**src/rtl/mdio_pkg.sv**
```systemverilog
`timescale 1ns/1ps
package mdio_pkg;
  localparam int FRAME_BITS = 64;
  localparam int PRE_BITS   = 32;
  localparam int TA_POS     = 46;
  localparam int DATA_POS   = 48;
  localparam int DATA_W     = 16;
  localparam int FIELD_W    = 5;
  localparam int BUS_W      = 32;

  localparam int CTRL_GO_BIT = 0;
  localparam int CTRL_EN_BIT = 3;
  localparam int OP_BIT      = 10;

  typedef enum logic [1:0] {
    RW_LOC   = 2'd0,
    RW_WDATA = 2'd1,
    RW_RDATA = 2'd2,
    RW_CTRL  = 2'd3
  } reg_word_e;

  typedef struct packed {
    logic               rd;
    logic [FIELD_W-1:0] phy;
    logic [FIELD_W-1:0] regno;
    logic [DATA_W-1:0]  wdata;
  } mdio_cmd_t;
endpackage

```
**src/rtl/mdio_regs.sv**
```systemverilog
`timescale 1ns/1ps
module mdio_regs
  import mdio_pkg::*;
(
  input  logic              clk,
  input  logic              rst_n,
  input  logic              host_we,
  input  logic [1:0]        host_addr,
  input  logic [BUS_W-1:0]  host_wdata,
  output logic [BUS_W-1:0]  host_rdata,
  input  logic              busy,
  input  logic              rd_done,
  input  logic [DATA_W-1:0] rd_result,
  output logic              start,
  output mdio_cmd_t         cmd
);
  localparam int LOC_W = OP_BIT + 1;

  logic [LOC_W-1:0]  loc_q;
  logic [DATA_W-1:0] wd_q;
  logic [DATA_W-1:0] rd_q;
  logic              en_q;
  logic              wr_ok;
  reg_word_e         sel;
  logic              unused_hi;

  assign sel       = reg_word_e'(host_addr);
  assign wr_ok     = host_we & ~busy;
  assign unused_hi = ^host_wdata[BUS_W-1:DATA_W];

  always_ff @(posedge clk or negedge rst_n) begin
    if (!rst_n) begin
      loc_q <= '0;
      wd_q  <= '0;
      rd_q  <= '0;
      en_q  <= 1'b0;
    end else begin
      if (wr_ok) begin
        case (sel)
          RW_LOC:   loc_q <= host_wdata[LOC_W-1:0];
          RW_WDATA: wd_q  <= host_wdata[DATA_W-1:0];
          RW_CTRL:  en_q  <= host_wdata[CTRL_EN_BIT];
          default:  ;
        endcase
      end
      if (rd_done) rd_q <= rd_result;
    end
  end

  assign start = wr_ok && (sel == RW_CTRL) &&
                 host_wdata[CTRL_GO_BIT] && host_wdata[CTRL_EN_BIT];

  always_comb begin
    host_rdata = '0;
    case (sel)
      RW_LOC:   host_rdata[LOC_W-1:0]  = loc_q;
      RW_WDATA: host_rdata[DATA_W-1:0] = wd_q;
      RW_RDATA: host_rdata[DATA_W-1:0] = rd_q;
      RW_CTRL: begin
        host_rdata[CTRL_GO_BIT] = busy;
        host_rdata[CTRL_EN_BIT] = en_q;
      end
      default: ;
    endcase
  end

  assign cmd.rd    = loc_q[OP_BIT];
  assign cmd.phy   = loc_q[2*FIELD_W-1:FIELD_W];
  assign cmd.regno = loc_q[FIELD_W-1:0];
  assign cmd.wdata = wd_q;
endmodule

```
**src/rtl/mdio_clkdiv.sv**
```systemverilog
`timescale 1ns/1ps
module mdio_clkdiv #(
  parameter int HALF_DIV = 10
) (
  input  logic clk,
  input  logic rst_n,
  input  logic run,
  output logic mdc,
  output logic rise_stb,
  output logic fall_stb
);
  localparam int CW = (HALF_DIV > 1) ? $clog2(HALF_DIV) : 1;
  localparam logic [CW-1:0] LAST = CW'(HALF_DIV - 1);

  logic [CW-1:0] cnt;
  logic          wrap;

  assign wrap     = run && (cnt == LAST);
  assign rise_stb = wrap & ~mdc;
  assign fall_stb = wrap & mdc;

  always_ff @(posedge clk or negedge rst_n) begin
    if (!rst_n) begin
      cnt <= '0;
      mdc <= 1'b0;
    end else if (!run) begin
      cnt <= '0;
      mdc <= 1'b0;
    end else if (wrap) begin
      cnt <= '0;
      mdc <= ~mdc;
    end else begin
      cnt <= cnt + 1'b1;
    end
  end
endmodule

```
**src/rtl/mdio_frame.sv**
```systemverilog
`timescale 1ns/1ps
module mdio_frame
  import mdio_pkg::*;
(
  input  logic              clk,
  input  logic              rst_n,
  input  logic              start,
  input  mdio_cmd_t         cmd,
  input  logic              rise_stb,
  input  logic              fall_stb,
  input  logic              mdio_i,
  output logic              busy,
  output logic              rd_done,
  output logic [DATA_W-1:0] rd_data,
  output logic              mdio_o,
  output logic              mdio_oe
);
  localparam logic [6:0] LAST_IDX = 7'(FRAME_BITS - 1);
  localparam logic [6:0] TA_IDX   = 7'(TA_POS);
  localparam logic [6:0] DAT_IDX  = 7'(DATA_POS);

  logic [FRAME_BITS-1:0] frame_sr;
  logic [FRAME_BITS-1:0] frame_new;
  logic [6:0]            bit_idx;
  logic                  is_rd;
  logic [DATA_W-1:0]     rd_sh;
  logic                  released;

  assign frame_new = {{PRE_BITS{1'b1}}, 2'b01,
                      cmd.rd ? 2'b10 : 2'b01,
                      cmd.phy, cmd.regno, 2'b10,
                      cmd.rd ? {DATA_W{1'b0}} : cmd.wdata};

  always_ff @(posedge clk or negedge rst_n) begin
    if (!rst_n) begin
      frame_sr <= '0;
      bit_idx  <= '0;
      is_rd    <= 1'b0;
      rd_sh    <= '0;
      busy     <= 1'b0;
    end else if (!busy) begin
      if (start) begin
        frame_sr <= frame_new;
        bit_idx  <= '0;
        is_rd    <= cmd.rd;
        busy     <= 1'b1;
      end
    end else begin
      if (rise_stb && is_rd && bit_idx >= DAT_IDX)
        rd_sh <= {rd_sh[DATA_W-2:0], mdio_i};
      if (fall_stb) begin
        frame_sr <= {frame_sr[FRAME_BITS-2:0], 1'b0};
        bit_idx  <= bit_idx + 1'b1;
        if (bit_idx == LAST_IDX) busy <= 1'b0;
      end
    end
  end

  assign released = is_rd && (bit_idx >= TA_IDX);
  assign mdio_oe  = busy & ~released;
  assign mdio_o   = mdio_oe ? frame_sr[FRAME_BITS-1] : 1'b1;
  assign rd_done  = busy & fall_stb & is_rd & (bit_idx == LAST_IDX);
  assign rd_data  = rd_sh;
endmodule

```
**src/rtl/mdio_master.sv**
```systemverilog
`timescale 1ns/1ps
module mdio_master
  import mdio_pkg::*;
#(
  parameter int CLK_HZ     = 50_000_000,
  parameter int MDC_MAX_HZ = 2_500_000
) (
  input  logic        clk,
  input  logic        rst_n,
  input  logic        host_we,
  input  logic [1:0]  host_addr,
  input  logic [31:0] host_wdata,
  output logic [31:0] host_rdata,
  output logic        mdc,
  input  logic        mdio_i,
  output logic        mdio_o,
  output logic        mdio_oe
);
  localparam int HALF_RAW = (CLK_HZ + 2*MDC_MAX_HZ - 1) / (2*MDC_MAX_HZ);
  localparam int HALF_DIV = (HALF_RAW < 1) ? 1 : HALF_RAW;

  logic              busy_w;
  logic              start_w;
  logic              rd_done_w;
  logic [DATA_W-1:0] rd_data_w;
  logic              rise_w;
  logic              fall_w;
  mdio_cmd_t         cmd_w;

  mdio_regs u_regs (
    .clk        (clk),
    .rst_n      (rst_n),
    .host_we    (host_we),
    .host_addr  (host_addr),
    .host_wdata (host_wdata),
    .host_rdata (host_rdata),
    .busy       (busy_w),
    .rd_done    (rd_done_w),
    .rd_result  (rd_data_w),
    .start      (start_w),
    .cmd        (cmd_w)
  );

  mdio_clkdiv #(.HALF_DIV(HALF_DIV)) u_div (
    .clk      (clk),
    .rst_n    (rst_n),
    .run      (busy_w),
    .mdc      (mdc),
    .rise_stb (rise_w),
    .fall_stb (fall_w)
  );

  mdio_frame u_frame (
    .clk      (clk),
    .rst_n    (rst_n),
    .start    (start_w),
    .cmd      (cmd_w),
    .rise_stb (rise_w),
    .fall_stb (fall_w),
    .mdio_i   (mdio_i),
    .busy     (busy_w),
    .rd_done  (rd_done_w),
    .rd_data  (rd_data_w),
    .mdio_o   (mdio_o),
    .mdio_oe  (mdio_oe)
  );
endmodule

```
**config.mk**
```make
export PLATFORM = sky130hd
export DESIGN_NAME = mdio_master
export DESIGN_NICKNAME = d
export VERILOG_FILES = /design/src/rtl/mdio_pkg.sv /design/src/rtl/mdio_regs.sv /design/src/rtl/mdio_clkdiv.sv /design/src/rtl/mdio_frame.sv /design/src/rtl/mdio_master.sv
export SDC_FILE = /design/constraint.sdc
export NUM_CORES = 1
export LEC_CHECK = 0
export ABC_AREA = 0
export BUFFER_PORTS_ARGS = -buffer_cell sky130_fd_sc_hd__clkbuf_2
export CORE_MARGIN = 2
export CORE_UTILIZATION = 25
export DETAILED_ROUTE_END_ITERATION = 7
export SYNTH_ARGS = -nofsm -noshare
export SYNTH_HDL_FRONTEND = slang
export SYNTH_SLANG_ARGS = --single-unit
```
**constraint.sdc**
```tcl
create_clock -name clk -period 4.78 [get_ports clk]
set_input_delay 1.434 -clock clk [delete_from_list [all_inputs] [get_ports clk]]
set_output_delay 1.434 -clock clk [all_outputs]
set_load 0.02 [all_outputs]
```
==> flow_summary.json <==
{
  "min_path_cells": 1,
  "drc": 0,
  "synth.distinct_cells": 40,
  "layout_setup_ws_ps": 518,
  "critPathKind": "primary input to primary output",
  "cts_sinks": 138,
  "first_global_vias": 3917,
  "synth_area_um2": 5970,
  "clk_pin_slew_ps": 60,
  "die_y_um": 159,
  "ys.flop_type": "dfrtp_1",
  "ys_ff_latch": 138,
  "powerDensity_nw_per_um2": 358,
  "maxCapViolCount": 0,
  "async_flop_share_pct": 100,
  "fin_crit_ps": 4260,
  "num_vias": 3828,
  "synth_most_common_cell": "dfrtp_1",
  "yosys_warnings": 0,
  "globalRouteOverflowTotal": 0,
  "cts.repair.resized": 0,
  "postRouteAntennaNets": 0,
  "cts_buffers": 17,
  "nets": 565,
  "cp_data_arrival_time_ps": 2830,
  "cts.hold.buffers_added": 0,
  "clockBufferDepth": 2,
  "netlist_instances": 481,
  "final_cell_area_um2": 7040,
  "worstHoldStart": "u_frame.frame_sr[63]",
  "clk_latency_ps": 430,
  "antenna_found_initial": 0,
  "status": "completed",
  "rr_startpoint": "u_frame.busy",
  "max_freq_mhz": 235,
  "synth_edf_count": 0,
  "placed_area_um2": 6470,
  "wirelength_um": 12200,
  "crit_family": "buffers and inverters",
  "drtIter0Drc": 272,
  "drv_slew": 0,
  "worst_r2r_endpoint": "u_regs.rd_q[7]",
  "total_power_mw": 2.52,
  "critPathMaxStageDelay_ps": 390,
  "grtUsageTotal_pct": 10.6,
  "end_kind": "primary output",
  "slowest_stage": "a222oi_1",
  "grt_pass1_wl_um": 20600,
  "r2r_slack_ps": 1820,
  "finClkSkew_ps": 13.1,
  "drt_pre_antenna_iters": 7,
  "synth_commonest_cells": "138 x dfrtp_1, 60 x mux2_2, 42 x nor2_1, 34 x o22a_1, 27 x o21ai_0",
  "core_area_um2": 23500,
  "whs_endpoint": "u_frame.frame_sr[63]",
  "yosysTopAreaCellShare_pct": 57.8,
  "cts_tree": "done",
  "htreeDepth": 4,
  "grt_setup_unrepaired": "false",
  "grt_max_degree": 115,
  "dp_slack_ps": 534,
  "fin_setup_tns_ps": 0,
  "syn_avg_cell_area_um2": 12.4,
  "die_x_um": 159,
  "hp-class": "flip-flop to flip-flop",
  "yosys.area.top_type": "dfrtp_1",
  "dieArea_um2": 25100,
  "rows": 56,
  "relSlewSlack_pct": 20.9,
  "num_antenna_cells": 0,
  "gp_congestion": 0.682,
  "hold_viol_final": 0,
  "syn2layout_area_growth_pct": 17.9,
  "drt-wirelength-per-cell_um": 14.4,
  "final_layout_size_suffix_gt1_share_pct": 27.2,
  "seq_area_frac_synth_pct": 57.8,
  "ir_drop_mv": 0.222,
  "crit_required_ps": 3350,
  "io_pins": 73,
  "setup_viol": 0,
  "reg2regPathDepth": 5,
  "initial_core_util_pct": 25.4,
  "tightest_slew_ps": 1180,
  "port_buffers": 40,
  "path_common_cell": "clkbuf_2",
  "path_buf_inv": 4,
  "vias_per_cell": 4.51,
  "ys_top_cells_by_area": "dfrtp_1 58%, mux2_2 11%, o22a_1 5.0%",
  "period_share_pct": 89.2,
  "crit_fanout": 10,
  "cts_setup_buffers": 0,
  "hpwlAfterDp_um": 7940,
  "p_leak_nw": 3.33,
  "cp-start-kind": "primary input",
  "cp_cell_sequence": "clkbuf_2 > inv_1 > ha_1 > buf_4 > a222oi_1 > nor2_1 > clkbuf_2",
  "clock-root-buffer": "clkbuf_16"
}
## cell families after synthesis
| family | after synthesis | synth area share (%) |
|---|---|---|
| and+or+nand+nor | 98 | 8.01 |
| other | 1 | 0.0628 |
| AOI/OAI and AO/OA | 106 | 13.5 |
| DFF | 138 | 57.8 |
| buffers and inverters | 53 | 4.65 |
| adders and majority gates | 10 | 2.10 |
| muxes | 75 | 13.9 |
## cell usage in the layout, fill, tap and decap left out, types with 6 or more instances in the layout
| cell | count |
|---|---|
| clkbuf_16 | 17 |
| a222oi_1 | 11 |
| a221oi_1 | 13 |
| nand3_1 | 6 |
| a21oi_1 | 6 |
| o21ai_0 | 27 |
| ha_1 | 10 |
| nand2_1 | 26 |
| mux2_2 | 60 |
| mux2i_1 | 14 |
| buf_4 | 7 |
| clkinvlp_4 | 6 |
| inv_1 | 8 |
| conb_1 | 16 |
| nor2_1 | 42 |
| clkbuf_2 | 39 |
| o22a_1 | 34 |
| dfrtp_1 | 138 |
| nor2b_1 | 6 |
## cell type report
type	count	area, µm²
multi-input combinational	305	2330
clock buffer	17	425
fill	2382	16400
clock inverter	15	144
tap	319	399
sequential	138	3450
timing repair buffer	47	259
inverter	8	30.0
## metal layers
layer | part of all wire (%) | GRT usage, % | routed length [µm]
met1 | 48 | 14.1 | 5860
met2 | 47 | 16.2 | 5730
met3 | 3.5 | 2.59 | 424
met4 | 1.6 | 4.72 | 199
met5 | 0 | 0 | 0
## stage by stage
| stage | util (%) | hold slack (ps) | std cells |
|---|---|---|---|
| after global placement | 27.6 | 461 | 817 |
| after CTS | 30.0 | 482 | 849 |
| after detailed placement | 27.6 | 468 | 817 |
| after global routing | 30.0 | 501 | 849 |
| after floorplan | - | 439 | 496 |
| final | 30.0 | 477 | 849 |
## flip-flops by register name, indices dropped and copies added (netlist names)
name	count
u_frame.is_rd	1
u_frame.frame_sr	64
u_regs.wd_q	16
u_frame.rd_data	16
u_frame.busy	1
u_frame.bit_idx	7
u_regs.rd_q	16
u_regs.loc_q	11
u_div.cnt	4
u_div.mdc	1
u_regs.en_q	1
## where the power goes
part | leakage [nW] | internal (mW) | switching, mW
registers | 1.83 | 1.18 | 0.00799
logic | 1.24 | 0.0239 | 0.0586
clock network | 0.260 | 0.723 | 0.531
## how the worst max path moves through the flow
stage,cells past startpoint,startpoint,endpoint
after floorplan,6,host_addr[1],host_rdata[0]
after global placement,7,host_addr[1],host_rdata[6]
after detailed placement,7,host_addr[1],host_rdata[8]
after CTS,7,host_addr[1],host_rdata[8]
after global routing,7,host_addr[1],host_rdata[6]
final,7,host_addr[1],host_rdata[7]
(Power assumes the default switching activity.)
